--- config.mk ---
export PLATFORM = sky130hd
export DESIGN_NAME = twowire_preamble_slave
export DESIGN_NICKNAME = d
export VERILOG_FILES = /design/src/rtl/tw_pkg.sv /design/src/rtl/tw_sync_edge.sv /design/src/rtl/tw_addr_decode.sv /design/src/rtl/tw_frame_fsm.sv /design/src/rtl/twowire_preamble_slave.sv
export SDC_FILE = /design/constraint.sdc
export NUM_CORES = 1
export LEC_CHECK = 0
export BUFFER_PORTS_ARGS = -buffer_cell sky130_fd_sc_hd__buf_4
export CELL_PAD_IN_SITES_DETAIL_PLACEMENT = 0
export CELL_PAD_IN_SITES_GLOBAL_PLACEMENT = 2
export CORE_ASPECT_RATIO = 1.5
export CORE_MARGIN = 2
export CORE_UTILIZATION = 29
export DETAILED_ROUTE_END_ITERATION = 10
export GPL_ROUTABILITY_DRIVEN = 0
export GPL_TIMING_DRIVEN = 1
export PLACE_DENSITY_LB_ADDON = 0.1
export SYNTH_ARGS = -nofsm -noshare
export SYNTH_HDL_FRONTEND = slang
export SYNTH_SLANG_ARGS = --single-unit
--- constraint.sdc ---
create_clock -name clk -period 1.75 [get_ports clk]
set_input_delay 0.35 -clock clk [delete_from_list [all_inputs] [get_ports clk]]
set_output_delay 0.35 -clock clk [all_outputs]
set_load 0.02 [all_outputs]
--- src/rtl/tw_pkg.sv ---
// Shared types and constants for the two-wire slave front end.
// Assumes byte-wide bus transfers and three fixed back-end ports.
package tw_pkg;
    localparam int BYTE_W    = 8;
    localparam int NUM_PORTS = 3;
    localparam int PORT_TEMP = 0;
    localparam int PORT_MEM  = 1;
    localparam int PORT_UTIL = 2;

    typedef enum logic [2:0] {
        ST_IDLE,
        ST_ADDR,
        ST_ACK,
        ST_RX,
        ST_TX,
        ST_WAIT_MACK
    } tw_state_t;
endpackage

--- src/rtl/tw_sync_edge.sv ---
// Multi-flop synchroniser for one bus line plus a history flop.
// Assumes STAGES >= 2; both lines use equal depth so their relative order is kept.
// Resets to 1, the idle level of a pulled-up bus.
module tw_sync_edge #(
    parameter int STAGES = 2
) (
    input  logic clk,
    input  logic rst_n,
    input  logic pin,
    output logic lvl,
    output logic prev
);
    logic [STAGES-1:0] chain;

    // Shift the asynchronous pin level through the synchroniser chain.
    always_ff @(posedge clk) begin
        if (!rst_n) chain <= '1;
        else        chain <= {chain[STAGES-2:0], pin};
    end

    assign lvl = chain[STAGES-1];

    // Remember the previous synchronised level for edge detection.
    always_ff @(posedge clk) begin
        if (!rst_n) prev <= 1'b1;
        else        prev <= lvl;
    end
endmodule

--- src/rtl/tw_addr_decode.sv ---
// Combinational address-byte decoder: preamble b7..b4 selects a function,
// b3..b1 must match the strap pins for temperature and memory, and carry
// a free command code for the utility function. A busy memory blocks all.
module tw_addr_decode
    import tw_pkg::*;
#(
    parameter logic [3:0] PRE_TEMP = 4'b0011,
    parameter logic [3:0] PRE_MEM  = 4'b1010,
    parameter logic [3:0] PRE_UTIL = 4'b0110
) (
    input  logic [BYTE_W-1:0]    addr_byte,
    input  logic [2:0]           dev_sel,
    input  logic                 nv_busy,
    output logic [NUM_PORTS-1:0] hit,
    output logic                 ack
);
    logic [3:0] pre;
    logic       pins_ok;

    assign pre     = addr_byte[7:4];
    assign pins_ok = (addr_byte[3:1] == dev_sel);

    // Produce a one-hot port hit from the preamble and pin match.
    always_comb begin
        hit            = '0;
        hit[PORT_TEMP] = (pre == PRE_TEMP) && pins_ok;
        hit[PORT_MEM]  = (pre == PRE_MEM)  && pins_ok;
        hit[PORT_UTIL] = (pre == PRE_UTIL);
    end

    assign ack = (|hit) && !nv_busy;
endmodule

--- src/rtl/tw_frame_fsm.sv ---
// Byte framing state machine for the two-wire slave. Consumes synchronised
// line levels with one cycle of history, detects START/STOP and SCL edges,
// shifts address and data, drives ACK and read bits via an open-drain enable.
// Assumes SCL stays in each phase for several system clocks.
module tw_frame_fsm
    import tw_pkg::*;
(
    input  logic                        clk,
    input  logic                        rst_n,
    input  logic                        scl_s,
    input  logic                        scl_q,
    input  logic                        sda_s,
    input  logic                        sda_q,
    input  logic [NUM_PORTS-1:0]        dec_hit,
    input  logic                        dec_ack,
    input  logic                        nv_busy,
    input  logic [NUM_PORTS*BYTE_W-1:0] be_rdata,
    output logic [BYTE_W-1:0]           addr_byte,
    output logic                        sda_oe,
    output logic [NUM_PORTS-1:0]        be_sel,
    output logic [NUM_PORTS-1:0]        be_wr_stb,
    output logic [NUM_PORTS-1:0]        be_rd_stb,
    output logic [BYTE_W-1:0]           wr_data,
    output logic                        wr_first,
    output logic [3:0]                  addr_code,
    output logic                        be_stop
);
    localparam int               CNT_W    = $clog2(BYTE_W + 1);
    localparam logic [CNT_W-1:0] CNT_FULL = CNT_W'(BYTE_W);

    tw_state_t         state;
    logic [CNT_W-1:0]  bitcnt;
    logic [BYTE_W-1:0] shreg;
    logic [BYTE_W-1:0] txsh;
    logic [BYTE_W-1:0] rd_byte;
    logic              rw;
    logic              first;
    logic              mack;

    logic scl_rise, scl_fall, start_evt, stop_evt;

    // Decode bus events from current and previous synchronised levels.
    always_comb begin
        scl_rise  = scl_s && !scl_q;
        scl_fall  = !scl_s && scl_q;
        start_evt = scl_s && scl_q && sda_q && !sda_s;
        stop_evt  = scl_s && scl_q && !sda_q && sda_s;
    end

    // Pick the read byte lane of the selected back end.
    always_comb begin
        rd_byte = '0;
        for (int i = 0; i < NUM_PORTS; i++) begin
            if (be_sel[i]) rd_byte = rd_byte | be_rdata[i*BYTE_W +: BYTE_W];
        end
    end

    assign addr_byte = shreg;

    // Main framing sequencer: START/STOP first, then per-state bit handling.
    always_ff @(posedge clk) begin
        if (!rst_n) begin
            state     <= ST_IDLE;
            bitcnt    <= '0;
            shreg     <= '0;
            txsh      <= '0;
            rw        <= 1'b0;
            first     <= 1'b0;
            mack      <= 1'b0;
            sda_oe    <= 1'b0;
            be_sel    <= '0;
            be_wr_stb <= '0;
            be_rd_stb <= '0;
            wr_data   <= '0;
            wr_first  <= 1'b0;
            addr_code <= '0;
            be_stop   <= 1'b0;
        end else begin
            be_wr_stb <= '0;
            be_rd_stb <= '0;
            be_stop   <= 1'b0;
            if (start_evt) begin
                state  <= ST_ADDR;
                bitcnt <= '0;
                sda_oe <= 1'b0;
                be_sel <= '0;
            end else if (stop_evt) begin
                state   <= ST_IDLE;
                bitcnt  <= '0;
                sda_oe  <= 1'b0;
                be_stop <= |be_sel;
                be_sel  <= '0;
            end else begin
                unique case (state)
                    ST_IDLE: begin
                    end
                    ST_ADDR: begin
                        if (scl_rise) begin
                            shreg  <= {shreg[BYTE_W-2:0], sda_s};
                            bitcnt <= bitcnt + 1'b1;
                        end else if (scl_fall && bitcnt == CNT_FULL) begin
                            if (dec_ack) begin
                                state     <= ST_ACK;
                                sda_oe    <= 1'b1;
                                be_sel    <= dec_hit;
                                rw        <= shreg[0];
                                addr_code <= shreg[3:0];
                                first     <= 1'b1;
                            end else begin
                                state <= ST_IDLE;
                            end
                        end
                    end
                    ST_ACK: begin
                        if (scl_fall) begin
                            bitcnt <= '0;
                            if (rw) begin
                                state     <= ST_TX;
                                txsh      <= rd_byte;
                                sda_oe    <= !rd_byte[BYTE_W-1];
                                be_rd_stb <= be_sel;
                            end else begin
                                state  <= ST_RX;
                                sda_oe <= 1'b0;
                            end
                        end
                    end
                    ST_RX: begin
                        if (scl_rise) begin
                            shreg  <= {shreg[BYTE_W-2:0], sda_s};
                            bitcnt <= bitcnt + 1'b1;
                        end else if (scl_fall && bitcnt == CNT_FULL) begin
                            be_wr_stb <= be_sel;
                            wr_data   <= shreg;
                            wr_first  <= first;
                            first     <= 1'b0;
                            sda_oe    <= 1'b1;
                            state     <= ST_ACK;
                        end
                    end
                    ST_TX: begin
                        if (scl_rise) begin
                            bitcnt <= bitcnt + 1'b1;
                        end else if (scl_fall) begin
                            if (bitcnt == CNT_FULL) begin
                                sda_oe <= 1'b0;
                                mack   <= 1'b0;
                                state  <= ST_WAIT_MACK;
                            end else begin
                                txsh   <= txsh << 1;
                                sda_oe <= !txsh[BYTE_W-2];
                            end
                        end
                    end
                    ST_WAIT_MACK: begin
                        if (scl_rise) begin
                            mack <= !sda_s;
                        end else if (scl_fall) begin
                            if (mack) begin
                                state     <= ST_TX;
                                bitcnt    <= '0;
                                txsh      <= rd_byte;
                                sda_oe    <= !rd_byte[BYTE_W-1];
                                be_rd_stb <= be_sel;
                            end else begin
                                state <= ST_IDLE;
                            end
                        end
                    end
                    default: state <= ST_IDLE;
                endcase
            end
        end
    end

    // a START always lands in a fresh address phase.
    p_start_restarts_r2: assert property (@(posedge clk) disable iff (!rst_n)
        start_evt |=> (state == ST_ADDR) && (bitcnt == '0) && (be_sel == '0));

    // an accepted address drives the acknowledge on the next cycle.
    p_ack_drive_r4: assert property (@(posedge clk) disable iff (!rst_n)
        (state == ST_ADDR && scl_fall && bitcnt == CNT_FULL && dec_ack)
        |=> (sda_oe && state == ST_ACK));

    // the open-drain enable never moves while SCL is high.
    p_oe_on_scl_low_r5: assert property (@(posedge clk) disable iff (!rst_n)
        !$stable(sda_oe) |-> !scl_s);

    // a busy memory never lets an address reach the acknowledge state.
    p_busy_noack_r8: assert property (@(posedge clk) disable iff (!rst_n)
        (state == ST_ADDR && scl_fall && bitcnt == CNT_FULL && nv_busy)
        |=> (state == ST_IDLE && !sda_oe));

    // a STOP leaves the line released with nothing selected.
    p_stop_release_r9: assert property (@(posedge clk) disable iff (!rst_n)
        stop_evt |=> (state == ST_IDLE && !sda_oe && be_sel == '0));

    // the bit counter never passes one full byte.
    p_cnt_bound_r6: assert property (@(posedge clk) disable iff (!rst_n)
        bitcnt <= CNT_FULL);
endmodule

--- src/rtl/twowire_preamble_slave.sv ---
// Top of the two-wire slave front end. Synchronises SCL and SDA, decodes
// the function preamble and strap match, and frames bytes to three back ends.
// Assumes clk runs at least 8x the SCL rate and the pads are external.
module twowire_preamble_slave
    import tw_pkg::*;
#(
    parameter int         SYNC_STAGES = 2,
    parameter logic [3:0] PRE_TEMP    = 4'b0011,
    parameter logic [3:0] PRE_MEM     = 4'b1010,
    parameter logic [3:0] PRE_UTIL    = 4'b0110
) (
    input  logic        clk,
    input  logic        rst_n,
    input  logic        scl_in,
    input  logic        sda_in,
    output logic        sda_oe,
    input  logic [2:0]  dev_sel,
    input  logic        nv_busy,
    output logic [2:0]  be_sel,
    output logic [2:0]  be_wr_stb,
    output logic [2:0]  be_rd_stb,
    output logic [7:0]  wr_data,
    output logic        wr_first,
    input  logic [23:0] be_rdata,
    output logic [3:0]  addr_code,
    output logic        be_stop
);
    localparam int NLINES   = 2;
    localparam int LINE_SCL = 0;
    localparam int LINE_SDA = 1;

    logic [NLINES-1:0]          pins;
    logic [NLINES-1:0]          lvl;
    logic [NLINES-1:0]          prev;
    logic [BYTE_W-1:0]          addr_byte;
    logic [NUM_PORTS-1:0]       dec_hit;
    logic                       dec_ack;

    assign pins[LINE_SCL] = scl_in;
    assign pins[LINE_SDA] = sda_in;

    for (genvar g = 0; g < NLINES; g++) begin : g_sync
        tw_sync_edge #(.STAGES(SYNC_STAGES)) u_sync (
            .clk   (clk),
            .rst_n (rst_n),
            .pin   (pins[g]),
            .lvl   (lvl[g]),
            .prev  (prev[g])
        );
    end

    tw_addr_decode #(
        .PRE_TEMP (PRE_TEMP),
        .PRE_MEM  (PRE_MEM),
        .PRE_UTIL (PRE_UTIL)
    ) u_dec (
        .addr_byte (addr_byte),
        .dev_sel   (dev_sel),
        .nv_busy   (nv_busy),
        .hit       (dec_hit),
        .ack       (dec_ack)
    );

    tw_frame_fsm u_fsm (
        .clk       (clk),
        .rst_n     (rst_n),
        .scl_s     (lvl[LINE_SCL]),
        .scl_q     (prev[LINE_SCL]),
        .sda_s     (lvl[LINE_SDA]),
        .sda_q     (prev[LINE_SDA]),
        .dec_hit   (dec_hit),
        .dec_ack   (dec_ack),
        .nv_busy   (nv_busy),
        .be_rdata  (be_rdata),
        .addr_byte (addr_byte),
        .sda_oe    (sda_oe),
        .be_sel    (be_sel),
        .be_wr_stb (be_wr_stb),
        .be_rd_stb (be_rd_stb),
        .wr_data   (wr_data),
        .wr_first  (wr_first),
        .addr_code (addr_code),
        .be_stop   (be_stop)
    );
endmodule

== Word level (Yosys, flattened, before mapping) ==
Cells that the tools add are included.

* Bits in latches: 0
* Memory bits (read-only): 0
* Register bits: 55
* RAM bits: 0
* Memories kept: 0

* Shift-type cells: 0
* Reductions and logical operators: 42
* Bitwise operators: 9
* Eq/ne operators: 37
* $lt $le $gt $ge: 0
* Divide/modulo/power cells: 0
* $add $sub $neg: 1
* $mul: 0
* Multiplexer cells: 62

{| class="wikitable"
|+ Operators with widths
! operator !! number
|-
| $mux W7 || 8
|-
| $mux W3 || 17
|-
| $reduce_and A11 Y1 || 3
|-
| $mux W8 || 3
|-
| $ne A4 B1 Y1 const B || 6
|-
| $mux W1 || 21
|-
| $pmux W7 S3 || 1
|-
| $mux W4 || 5
|-
| $ne A2 B1 Y1 const B || 10
|-
| $pmux W3 S6 || 1
|-
| $ne A4 B4 Y1 const B || 4
|-
| $or A8 B8 Y8 || 2
|-
| $reduce_or A3 Y1 || 5
|-
| $ne A2 B2 Y1 const B || 6
|-
| $pmux W4 S3 || 1
|-
| $reduce_and A12 Y1 || 1
|-
| $reduce_and A6 Y1 || 2
|-
| $logic_and A1 B1 Y1 || 11
|-
| $eq A4 B4 Y1 const B || 2
|-
| $reduce_and A4 Y1 || 2
|-
| $reduce_and A8 Y1 || 1
|-
| $logic_not A1 Y1 || 7
|-
| $not A1 Y1 || 7
|-
| $reduce_and A7 Y1 || 1
|-
| other kinds (19) || 24
|}

== Longest topological paths before layout ==
Gate-level depths: netlist of run 1.

* Depth after elaboration: 10
* Mapped depth: 7
* Depth with buffers taken out: 7

== Cells and area by module ==
A second synthesis of run 1 with hierarchy kept.

* Cells, all modules: 289
* Area total of the unflattened synthesis: 2,648.8 µm²

{| class="wikitable"
|+ By module, submodules not included
! module !! cells each !! seq. area each (µm²) !! area each (µm²) !! times used
|-
| tw_frame_fsm || 263 || 960.9 || 2,381.0 || 1
|-
| tw_sync_edge || 6 || 60.1 || 78.8 || 2
|-
| tw_addr_decode || 14 || 0.0 || 110.1 || 1
|}

== Worst setup path after synthesis of run 1 ==
Ideal clock, no wire load.

* Path kind: register to register
* From: reg g_sync[0].u_sync.chain[1]
* To: reg u_fsm.bitcnt[3]
* Arrival: 1,594 ps
* Buffers on the path: 2
* Clock period less this slack: 1,664 ps
* Slack: 86 ps
* Setup time: 70 ps
* Stages on the path, launching flop included: 8
* Path through: dfxtp_1 > buf_6 > nand2b_4 > buf_6 > a2bb2oi_1 > a2bb2oi_2 > or4_1 > a21oi_1

* Longest elaborated chain between the ends: 4
* Elaborated cells on any way between the ends: 14

{| class="wikitable"
|+ RTL lines
! item !! line !! RTL
|-
| start, declared || tw_sync_edge.sv:13 || <nowiki>logic [STAGES-1:0] chain;</nowiki>
|-
| start signal, assigned || tw_sync_edge.sv:18 || <nowiki>else chain <= {chain[STAGES-2:0], pin};</nowiki>
|-
| $logic_not A1 Y1 or $logic_and A1 B1 Y1 (tied branches) || tw_frame_fsm.sv:45, tw_frame_fsm.sv:46, tw_frame_fsm.sv:47 ||
|-
| $logic_and A1 B1 Y1 (on tied branches) || tw_frame_fsm.sv:45, tw_frame_fsm.sv:46, tw_frame_fsm.sv:47 ||
|-
| $ne A2 B1 Y1 (no source line) (tied with other cells) || -- ||
|-
| $reduce_and A6 Y1 (no source line) or $reduce_or A3 Y1 (tied branches) || -- ||
|-
| end signal, assigned || tw_frame_fsm.sv:100 || <nowiki>bitcnt <= bitcnt + 1'b1;</nowiki>
|-
| end signal, assigned || tw_frame_fsm.sv:131 || <nowiki>bitcnt <= bitcnt + 1'b1;</nowiki>
|-
| end signal, assigned || tw_frame_fsm.sv:143 || <nowiki>bitcnt <= bitcnt + 1'b1;</nowiki>
|-
| end, declared || tw_frame_fsm.sv:32 || <nowiki>logic [CNT_W-1:0] bitcnt;</nowiki>
|}

Parallel ways exist; a longest one is shown, timed or not.
A chain may end at the register's enable or synchronous reset.

== Worst setup path in the final report of run 1 ==
Same ends and word-level chain as after synthesis.

==> flow_metrics.env, run 1 <==
export IMPL_status="completed"
export IMPL_cp_end_kind="register"
export IMPL_syn_area_um2=2710
export IMPL_hold_viol=0
export IMPL_reg2reg_setup_slack_ns=0.1
export IMPL_startpoint="g_sync[0].u_sync.chain[1]"
export IMPL_synthCells=306
export IMPL_reg2reg_from="g_sync[0].u_sync.chain[1]"
export IMPL_io_pins=56
export IMPL_rows=43
export IMPL_via_count=2583
export IMPL_post_route_period_util_pct=94.5
export IMPL_final_cell_area_um2=3780
export IMPL_cts_buffer_depth=2
export IMPL_avgSynthCellArea_um2=8.86
export IMPL_drtAntennaViolNets=0
export IMPL_dieArea_um2=10200
export IMPL_final_common_cell="buf_4"
export IMPL_drt_total_wl_um=8120
export IMPL_path_max_fanout=10
export IMPL_max_stage_delay_ns=0.51
export IMPL_cts_root_buf="clkbuf_16"
export IMPL_seq_power_share_pct=50.2
export IMPL_async_flop_share_pct=0
export IMPL_comb_power_share_pct=6.6
export IMPL_die_h_um=122
export IMPL_clock_skew_ns=0.00845
export IMPL_start_util_pct=29.6
export IMPL_antenna_found_initial=0
export IMPL_cellPowerDensity_nw_per_um2=653
export IMPL_pwr_share_clk_pct=43.1
export IMPL_grtUsageTotal_pct=16.4
export IMPL_start_kind="register"
export IMPL_crit_required_ns=1.99
export IMPL_min_period_ns=1.65
export IMPL_ys_types=59
export IMPL_hold_path_class="in -> reg"
export IMPL_clkSlewWorstSetupHoldPaths_ns=0.08
export IMPL_diodes=0
export IMPL_dpl_instance_area_um2=3560
export IMPL_swShare_pct=24.1
export IMPL_final_nets=434
export IMPL_min_from="scl_in"
export IMPL_syn_nets=340
export IMPL_area_growth_pct=39.5
export IMPL_critical_path_class="reg -> reg"
export IMPL_p_leak_nw=1.57
export IMPL_dp_hpwl_um=5990
export IMPL_layout_common_cells="buf_4 (105), nand2_1 (54), dfxtp_1 (46), mux2i_1 (25), nor2b_1 (17)"
export IMPL_p_switching_uw=594
export IMPL_maxSlewViolCount=0
export IMPL_clock_fmax_ghz=0.605
export IMPL_vdd_ir_drop_worst_v=0.000370
export IMPL_grt_pass1_vias=2578
export IMPL_worstPathArrival_ns=1.90
export IMPL_htreeDepth=2
export IMPL_pre_cts_ws_ns=-0.0981
export IMPL_grt_max_degree=43
export IMPL_crit_chain="nor2b_1 > a2bb2oi_1 > a2bb2oi_2 > or4_1 > a21oi_1"
export IMPL_endpoint="u_fsm.bitcnt[3]"
export IMPL_clock_latency_ns=0.30
export IMPL_maxSlewHeadroom_pct=72.0
export IMPL_vias_per_cell=5.04
export IMPL_synth_seq_area_share_pct=39.9
export IMPL_finalSetupViolCount=0
export IMPL_synth_main_ff_cell="dfxtp_1"
export IMPL_regToRegEndpoint="u_fsm.bitcnt[3]"
export IMPL_cts_sinks=54
export IMPL_fp_dieW_um=83.0
export IMPL_ys_ff_latch=54
export IMPL_cts_tree="done"
export IMPL_grt_pass1_wl_um=13100
export IMPL_yosysWarnings=0
export IMPL_overflow=0
export IMPL_drt_iter0_drc=115
export IMPL_crit_slowest_cell="or4_1"
export IMPL_synth_edff_count=0
export IMPL_io_buffers=55
export IMPL_tightest_slew_ns=0.419
export IMPL_setup_ws_ns=0.0961
export IMPL_wire_per_inst_um=15.8
export IMPL_drive_above_1_share_pct=33.9
export IMPL_cts_inserted_buffers=5
export IMPL_cap_violations=0
export IMPL_drt_first_pass_iters=4
export IMPL_drc_errors=0
export IMPL_r2r_worst_path_cells=5
export IMPL_ctsHoldBuffers=0
export IMPL_p_int_mw=1.87
export IMPL_core_area_um2=9150
## through the flow
stage / power (mW) / std cells / TNS, ns / hold WS (ns) / util [%]
after floorplan: 1.34 / 306 / 0 / 0.386 / -
after global placement: 1.43 / 503 / 0 / 0.388 / 38.9
after detailed placement: 1.43 / 503 / -0.715 / 0.402 / 38.9
after CTS: 2.51 / 511 / 0 / 0.225 / 40.6
after global routing: 2.56 / 513 / -0.00325 / 0.232 / 41.3
final: 2.47 / 513 / 0 / 0.228 / 41.3
## power groups by stage
stage          clock network, mW  registers [mW]  logic [mW]
2_1_floorplan                  0            1.27      0.0714
3_3_place_gp                   0            1.27       0.160
3_5_place_dp                   0            1.27       0.160
4_1_cts                     1.11            1.24       0.160
5_1_grt                     1.14            1.24       0.179
6_report                    1.06            1.24       0.164
## Yosys cell counts (2+ instances only)
library cell / number / area (um2)
buf_4: 4 / 30.0
o21ai_0: 12 / 60.1
a221oi_1: 2 / 17.5
or3_1: 2 / 12.5
buf_6: 2 / 22.5
and2b_1: 2 / 15.0
nor3_1: 2 / 10.0
a21boi_1: 5 / 37.5
a21oi_1: 13 / 65.1
nor2_1: 11 / 41.3
nor4b_1: 4 / 35.0
nor3b_1: 2 / 15.0
a21boi_0: 3 / 22.5
nand4_1: 3 / 18.8
nor2b_1: 17 / 106
mux2i_1: 25 / 250
nand3b_1: 2 / 15.0
inv_1: 4 / 15.0
a31oi_1: 3 / 18.8
nand2_1: 54 / 203
a211oi_1: 2 / 15.0
a222oi_1: 8 / 80.1
dfxtp_1: 54 / 1080
clkbuf_1: 13 / 48.8
nand4b_1: 2 / 17.5
ha_1: 2 / 25.0
a2bb2oi_1: 2 / 17.5
nand2b_1: 10 / 62.6
and3_1: 3 / 18.8
o211ai_1: 6 / 45.0
xnor2_1: 4 / 35.0
## layout make-up
| cell class | count | area [um2] |
|---|---|---|
| fill | 945 | 5370 |
| multi-input combinational | 227 | 1550 |
| sequential | 54 | 1090 |
| timing repair buffer | 107 | 828 |
| tap | 112 | 140 |
| clock buffer | 5 | 125 |
| clock inverter | 3 | 28.8 |
| inverter | 5 | 18.8 |
## what timing repair did
item,4_1_cts,5_1_grt
setup endpoints to repair,2,19
pin swaps,0,6
buffers inserted,0,2
resized for setup,2,16
## flip-flops by register name (all words and copies together) (netlist names), 2 cells and up
name,count
u_fsm.be_wr_stb,3
g_sync.u_sync.prev,2
g_sync.u_sync.chain,4
u_fsm.txsh,7
u_fsm.addr_byte,8
u_fsm.addr_code,4
u_fsm.be_rd_stb,3
u_fsm.bitcnt,4
u_fsm.state,3
u_fsm.wr_data,8
u_fsm.be_sel,3
## routing by layer
metal	share of wire, %	up-vias	GRT usage [%]
li1	-	1288	-
met1	43	1229	19.2
met3	4.1	6	2.96
met2	52	60	30.4
met4	1.3	0	5.02
met5	0	-	0
## kinds of logic (layout without fill, tap and decap cells)
family / Yosys count / in the layout / synth area share, %
xor+xnor: 5 / 5 / 1.62
simple gates: 126 / 126 / 25.4
buf+inv: 25 / 120 / 4.61
compound gates: 69 / 69 / 18.3
mux: 25 / 25 / 9.23
flops: 54 / 54 / 39.9
fa+ha+maj: 2 / 2 / 0.923
## worst min path at each step
stage / to / slack (ns) / depth (start not counted)
after detailed placement: g_sync[1].u_sync.chain[1] / 0.40 / 1
after global placement: g_sync[1].u_sync.chain[1] / 0.39 / 1
after CTS: g_sync[1].u_sync.chain[0] / 0.22 / 2
after floorplan: g_sync[0].u_sync.chain[1] / 0.39 / 1
after global routing: g_sync[0].u_sync.chain[0] / 0.23 / 2
final: g_sync[0].u_sync.chain[0] / 0.23 / 2
## worst max-delay path: cells and delay by family, from the launching register on
kind	cells	cell delay, ns
and+or+nand+nor	2	0.74
AOI/OAI and AO/OA	3	0.43
DFF	1	0.43
(Power assumes the default switching activity.)
==> run 2, diff against run 1 <==
- CORE_MARGIN: 2 -> 1.5
- RECOVER_POWER: not set -> 25
==> run 2 against run 1 <==
Compared with the run above:
- die area is 2.0% lower
- cell count is 1.2% higher
- utilization increased by 0.38 points
- worst setup slack got worse by 0.026 ns
- register-to-register slack lost 0.03 ns
- total power increased by 3.1%
- clock power grew 8%
- combinational power is essentially flat
- non-clock buffer count rose by 6
- highest routed layer unchanged
==> flow_metrics.env, run 2 (synthesized netlist as in run 1, its figures left out) <==
export IMPL_comb_power_share_pct=6.4
export IMPL_area_growth_pct=40.7
export IMPL_hold_viol=0
export IMPL_dpl_cell_count=505
export IMPL_grt_setup_unrepaired="yes"
export IMPL_io_pins=56
export IMPL_cellPowerDensity_nw_per_um2=667
export IMPL_dpl_instance_area_um2=3570
export IMPL_dp_hpwl_um=5950
export IMPL_hold_path_class="in -> reg"
export IMPL_tightest_slew_ns=0.464
export IMPL_maxSlewHeadroom_pct=68.6
export IMPL_p_int_mw=2.00
export IMPL_antenna_found_initial=0
export IMPL_min_period_ns=1.68
export IMPL_seq_power_share_pct=48.7
export IMPL_vias_per_cell=5.03
export IMPL_pwr_share_clk_pct=44.9
export IMPL_via_count=2609
export IMPL_cts_root_buf="clkbuf_16"
export IMPL_drc_errors=0
export IMPL_grt_max_degree=49
export IMPL_swShare_pct=21.6
export IMPL_drt_first_pass_iters=4
export IMPL_crit_required_ns=1.94
export IMPL_clkSlewWorstSetupHoldPaths_ns=0.08
export IMPL_diodes=0
export IMPL_dieArea_um2=9950
export IMPL_grt_pass1_vias=2605
export IMPL_io_buffers=55
export IMPL_drt_iter0_drc=113
export IMPL_final_cell_area_um2=3820
export IMPL_final_nets=440
export IMPL_cts_sinks=54
export IMPL_p_leak_nw=1.57
export IMPL_setup_ws_ns=0.0701
export IMPL_htreeDepth=2
export IMPL_cts_buffer_depth=2
export IMPL_grtUsageTotal_pct=17.5
export IMPL_clock_fmax_ghz=0.595
export IMPL_maxSlewViolCount=0
export IMPL_finalSetupViolCount=0
export IMPL_critical_path_class="reg -> reg"
export IMPL_pre_cts_ws_ns=-0.120
export IMPL_clock_latency_ns=0.30
export IMPL_rows=43
export IMPL_path_max_fanout=5
export IMPL_grt_pass1_wl_um=13100
export IMPL_drive_above_1_share_pct=31.9
export IMPL_cts_inserted_buffers=5
export IMPL_drtAntennaViolNets=0
export IMPL_final_common_cell="buf_4"
export IMPL_overflow=0
export IMPL_core_area_um2=9150
export IMPL_die_h_um=121
export IMPL_total_power_mw=2.55
export IMPL_p_switching_uw=550
export IMPL_layout_common_cells="buf_4 (97), nand2_1 (54), dfxtp_1 (47), mux2i_1 (25), nor2b_1 (17)"
export IMPL_fin_util_pct=41.7
export IMPL_post_route_period_util_pct=96.0
export IMPL_cts_tree="done"
export IMPL_reg2reg_setup_slack_ns=0.07
export IMPL_cp_end_kind="register"
export IMPL_fp_dieW_um=82.0
export IMPL_start_kind="register"
export IMPL_drt_total_wl_um=8120
export IMPL_wire_per_inst_um=15.6
export IMPL_final_cells=519
export IMPL_status="completed"
export IMPL_start_util_pct=29.6
export IMPL_cap_violations=0
export IMPL_clock_skew_ns=0.00983
export IMPL_vdd_ir_drop_worst_v=0.000375
export IMPL_worstPathArrival_ns=1.87
==> run 2: cell types whose count changed in the layout (fill, tap and decap cells not counted), moves of 2 or more <==
cell / delta
buf_4: -8
inv_2: +2
inv_1: -2
clkbuf_1: +12
clkinv_2: +2
==> run 2: path summary, 6_finish.rpt <==
path | startpoint | endpoint | cells after the start
min reg2reg | g_sync[0].u_sync.chain[0] | g_sync[0].u_sync.chain[1] | 1
min | sda_in | g_sync[1].u_sync.chain[0] | 2
max | u_fsm.bitcnt[1] | u_fsm.wr_data[0] | 9
max reg2reg | u_fsm.bitcnt[1] | u_fsm.wr_data[0] | 9
==> run 2: through the flow <==
stage	hold WS (ns)	TNS, ns
2_1_floorplan	0.386	0
4_1_cts	0.238	0
3_5_place_dp	0.396	-0.789
3_3_place_gp	0.390	0
6_report	0.244	0
5_1_grt	0.247	-0.320
==> run 2: repair_timing <==
action                                  4_1_cts  5_1_grt
cloned                                        0        1
hold buffers                                  0        0
gates resized for setup                       2       16
endpoints found under the setup margin        6       22
pin swaps                                     0        9
buffers inserted                              0        5
==> run 2: per-layer routing <==
layer	GRT usage (%)	vias up	part of all wire, %
met2	29.3	47	51
met4	6.99	0	1.9
met3	3.31	12	3.5
met1	21.7	1246	44
li1	-	1304	-
met5	0	-	0
==> run 2: critical path: stages (launching register included) <==
cell and delay, ns:
dfxtp_2 0.33, inv_2 0.06, ha_4 0.13, nand3b_1 0.13, buf_6 0.16, nor4_4 0.19
buf_4 0.17, clkbuf_16 0.15, mux2i_1 0.17, nor2b_1 0.06
==> run 2: area by class of cell <==
class                           instances  area (um2)
Multi-Input combinational cell        227        1550
Timing Repair Buffer                  113         850
Clock inverter                          3        40.0
Tap cell                              112         140
Sequential cell                        54        1090
Clock buffer                            5         125
Fill cell                             951        5330
Inverter                                5        18.8
==> run 2: power by group through the flow <==
stage | combinational (mW) | clock (mW) | sequential (mW)
2_1_floorplan | 0.0714 | 0 | 1.27
3_3_place_gp | 0.160 | 0 | 1.27
3_5_place_dp | 0.161 | 0 | 1.27
4_1_cts | 0.162 | 1.18 | 1.24
5_1_grt | 0.178 | 1.22 | 1.24
6_report | 0.163 | 1.14 | 1.24
==> run 3, diff against run 2 <==
- SYNTH_HIERARCHICAL: not set -> 1
==> run 3 against run 2 <==
Compared with the run above:
- the run now ends with setup timing left
- design area fell by 3.3%
- synthesized area fell by 2.3%
- non-clock buffer count fell by 9
- die area fell by 2.2%
- register-to-register slack got worse by 0.24 ns
- hold slack got worse by 0.0055 ns
- total power fell by 7.1%
- highest routed layer unchanged
==> flow_metrics.env, run 3 <==
export IMPL_ys_ff_latch=54
export IMPL_drt_total_wl_um=7960
export IMPL_cts_buffer_depth=2
export IMPL_maxSlewViolCount=0
export IMPL_fill_cells=909
export IMPL_hold_viol=0
export IMPL_start_util_pct=30.0
export IMPL_yosys_top_cells_count="dfxtp_1 (54), nand2_1 (36), mux2i_1 (25)"
export IMPL_synth_edff_count=0
export IMPL_htreeDepth=2
export IMPL_max_stage_delay_ns=0.36
export IMPL_wire_per_inst_um=16.2
export IMPL_post_route_period_util_pct=110
export IMPL_synth_area_leader_cell="dfxtp_1"
export IMPL_fin_util_pct=41.8
export IMPL_yosysWarnings=6
export IMPL_vias_per_cell=4.96
export IMPL_dieArea_um2=9730
export IMPL_die_h_um=120
export IMPL_grt_pass1_wl_um=12400
export IMPL_seqCellArea_um2=1090
export IMPL_syn_nets=323
export IMPL_synthCells=289
export IMPL_via_count=2439
export IMPL_cts_inserted_buffers=5
export IMPL_clock_skew_ns=0.00594
export IMPL_cellPowerDensity_nw_per_um2=641
export IMPL_final_nets=416
export IMPL_final_cells=492
export IMPL_synth_top_area_share_pct=40.8
export IMPL_maxSlewHeadroom_pct=62.9
export IMPL_dpl_cell_count=476
export IMPL_io_pins=56
export IMPL_crit_path_frequent_cell="nand4_1"
export IMPL_drc_errors=0
export IMPL_tightest_slew_ns=0.557
export IMPL_violations="setup timing"
export IMPL_synth_most_common_cell="dfxtp_1"
export IMPL_grt_setup_unrepaired="yes"
export IMPL_total_power_mw=2.37
export IMPL_overflow=0
export IMPL_cap_violations=0
export IMPL_start_kind="register"
export IMPL_layout_common_cells="buf_4 (88), dfxtp_1 (46), nand2_1 (36), mux2i_1 (25), nor2_1 (22)"
export IMPL_grtUsageTotal_pct=17.1
export IMPL_ctsHoldBuffers=0
export IMPL_cp_end_kind="register"
export IMPL_crit_chain="nor3b_2 > nand4_1 > a311oi_2 > nand4_1 > nor2_4 > buf_12 > mux2i_1 > nor2_1"
export IMPL_cts_root_buf="clkbuf_16"
export IMPL_netlist_top_cells_area="dfxtp_1 (41%), mux2i_1 (9.4%), nand2_1 (5.1%)"
export IMPL_drive_above_1_share_pct=33.2
export IMPL_critical_path_class="reg -> reg"
export IMPL_finalSetupViolCount=9
export IMPL_hold_path_class="in -> reg"
export IMPL_setup_ws_ns=-0.169
export IMPL_syn_area_um2=2650
export IMPL_drtAntennaViolNets=0
export IMPL_ys_types=49
export IMPL_cts_sinks=54
export IMPL_drt_iter0_drc=118
export IMPL_io_buffers=55
export IMPL_avgSynthCellArea_um2=9.17
export IMPL_crit_required_ns=1.91
export IMPL_async_flop_share_pct=0
export IMPL_crit_slowest_cell="dfxtp_2"
export IMPL_antenna_found_initial=0
export IMPL_synth_main_ff_cell="dfxtp_1"
export IMPL_grt_max_degree=31
export IMPL_vdd_ir_drop_worst_v=0.000434
export IMPL_path_max_fanout=7
export IMPL_rows=42
export IMPL_diodes=0
export IMPL_status="complete, but fails checks"
export IMPL_grt_pass1_vias=2447
export IMPL_area_growth_pct=39.3
export IMPL_drt_first_pass_iters=4
export IMPL_clock_latency_ns=0.29
export IMPL_cts_tree="done"
export IMPL_worstPathArrival_ns=2.08
export IMPL_min_period_ns=1.92
export IMPL_synth_seq_area_share_pct=40.8
export IMPL_final_common_cell="buf_4"
export IMPL_multiInputGateArea_um2=1510
export IMPL_p_leak_nw=1.45
export IMPL_dp_hpwl_um=5900
export IMPL_clock_fmax_ghz=0.521
export IMPL_core_area_um2=8830
export IMPL_fp_dieW_um=81.0
export IMPL_clkSlewWorstSetupHoldPaths_ns=0.07
## run 3: changes by cell type after synthesis, sizes merged, moves of 3 or more
| cell | delta |
|---|---|
| a21oi | -5 |
| clkbuf | -4 |
| nand2 | -18 |
| nor2 | +13 |
| nor2b | -4 |
| nor3 | +3 |
| o211ai | +3 |
| o21ai | -7 |
## run 3: final timing paths
kind | startpoint | endpoint | slack [ns] | depth (start not counted)
min | sda_in | g_sync[1].u_sync/chain[0] | 0.24 | 2
max reg2reg | u_fsm/addr_byte[7] | u_fsm/be_sel[0] | -0.17 | 8
max | u_fsm/addr_byte[7] | u_fsm/be_sel[0] | -0.17 | 8
min reg2reg | g_sync[0].u_sync/chain[0] | g_sync[0].u_sync/chain[1] | 0.41 | 1
## run 3: what timing repair did
item / 4_1_cts / 5_1_grt
pin swaps: 4 / 3
endpoints found under the setup margin: 8 / 23
buffers inserted: 2 / 7
resized for setup: 4 / 7
gates cloned: 0 / 1
## run 3: logic make-up (layout without fill, tap and decap cells)
group / after synthesis / in the layout / synth area share [%]
AND/OR/NAND/NOR: 122 / 122 / 25.6
AO/OA/AOI/OAI: 57 / 57 / 17.1
flip-flops: 54 / 54 / 40.8
multiplexers: 25 / 25 / 9.45
buffers and inverters: 25 / 118 / 4.82
XOR/XNOR: 4 / 4 / 1.32
adder cells (fa/ha/maj): 2 / 2 / 0.945
## run 3: metal layers
metal  share of wire [%]  wire [um]  track usage (%)  vias up
met3                 3.3        262             2.43       12
met2                  54       4290             30.8       50
met1                  40       3210             19.8     1154
met4                 2.6        204             6.14        0
met5                   0          0                0        -
li1                    -          -                -     1223
## run 3: stage by stage
stage | instance area, um2 | setup TNS [ns] | setup WS, ns | hold WS, ns
6_report | 3690 | -1.20 | -0.169 | 0.238
4_1_cts | 3640 | -1.02 | -0.136 | 0.230
3_5_place_dp | 3470 | -3.00 | -0.393 | 0.394
2_1_floorplan | 2690 | -0.231 | -0.0363 | 0.386
5_1_grt | 3690 | -2.54 | -0.315 | 0.247
3_3_place_gp | 3470 | -1.91 | -0.259 | 0.387
## run 3: power breakdown
group          leakage, nW  switching [mW]  internal [mW]
clock               0.0640           0.423          0.525
combinational        0.944          0.0868         0.0903
sequential           0.441         0.00757           1.23
total                 1.45           0.517           1.85
## run 3: layout make-up
| type | instances | share of cell area [%] |
|---|---|---|
| multi-input cells | 210 | 40.9 |
| flip-flops and latches | 54 | 29.6 |
| inverters | 7 | 0.712 |
| well taps | 110 | 3.73 |
| repair buffers | 104 | 21.5 |
| clock buffers | 7 | 3.59 |
## run 3: worst max-delay path: cells and delay by family, from the launching register on
family / cells / cell delay [ns]
AND/OR/NAND/NOR: 5 / 0.76
AO/OA/AOI/OAI: 1 / 0.35
flip-flops: 1 / 0.36
buffers and inverters: 1 / 0.14
multiplexers: 1 / 0.18
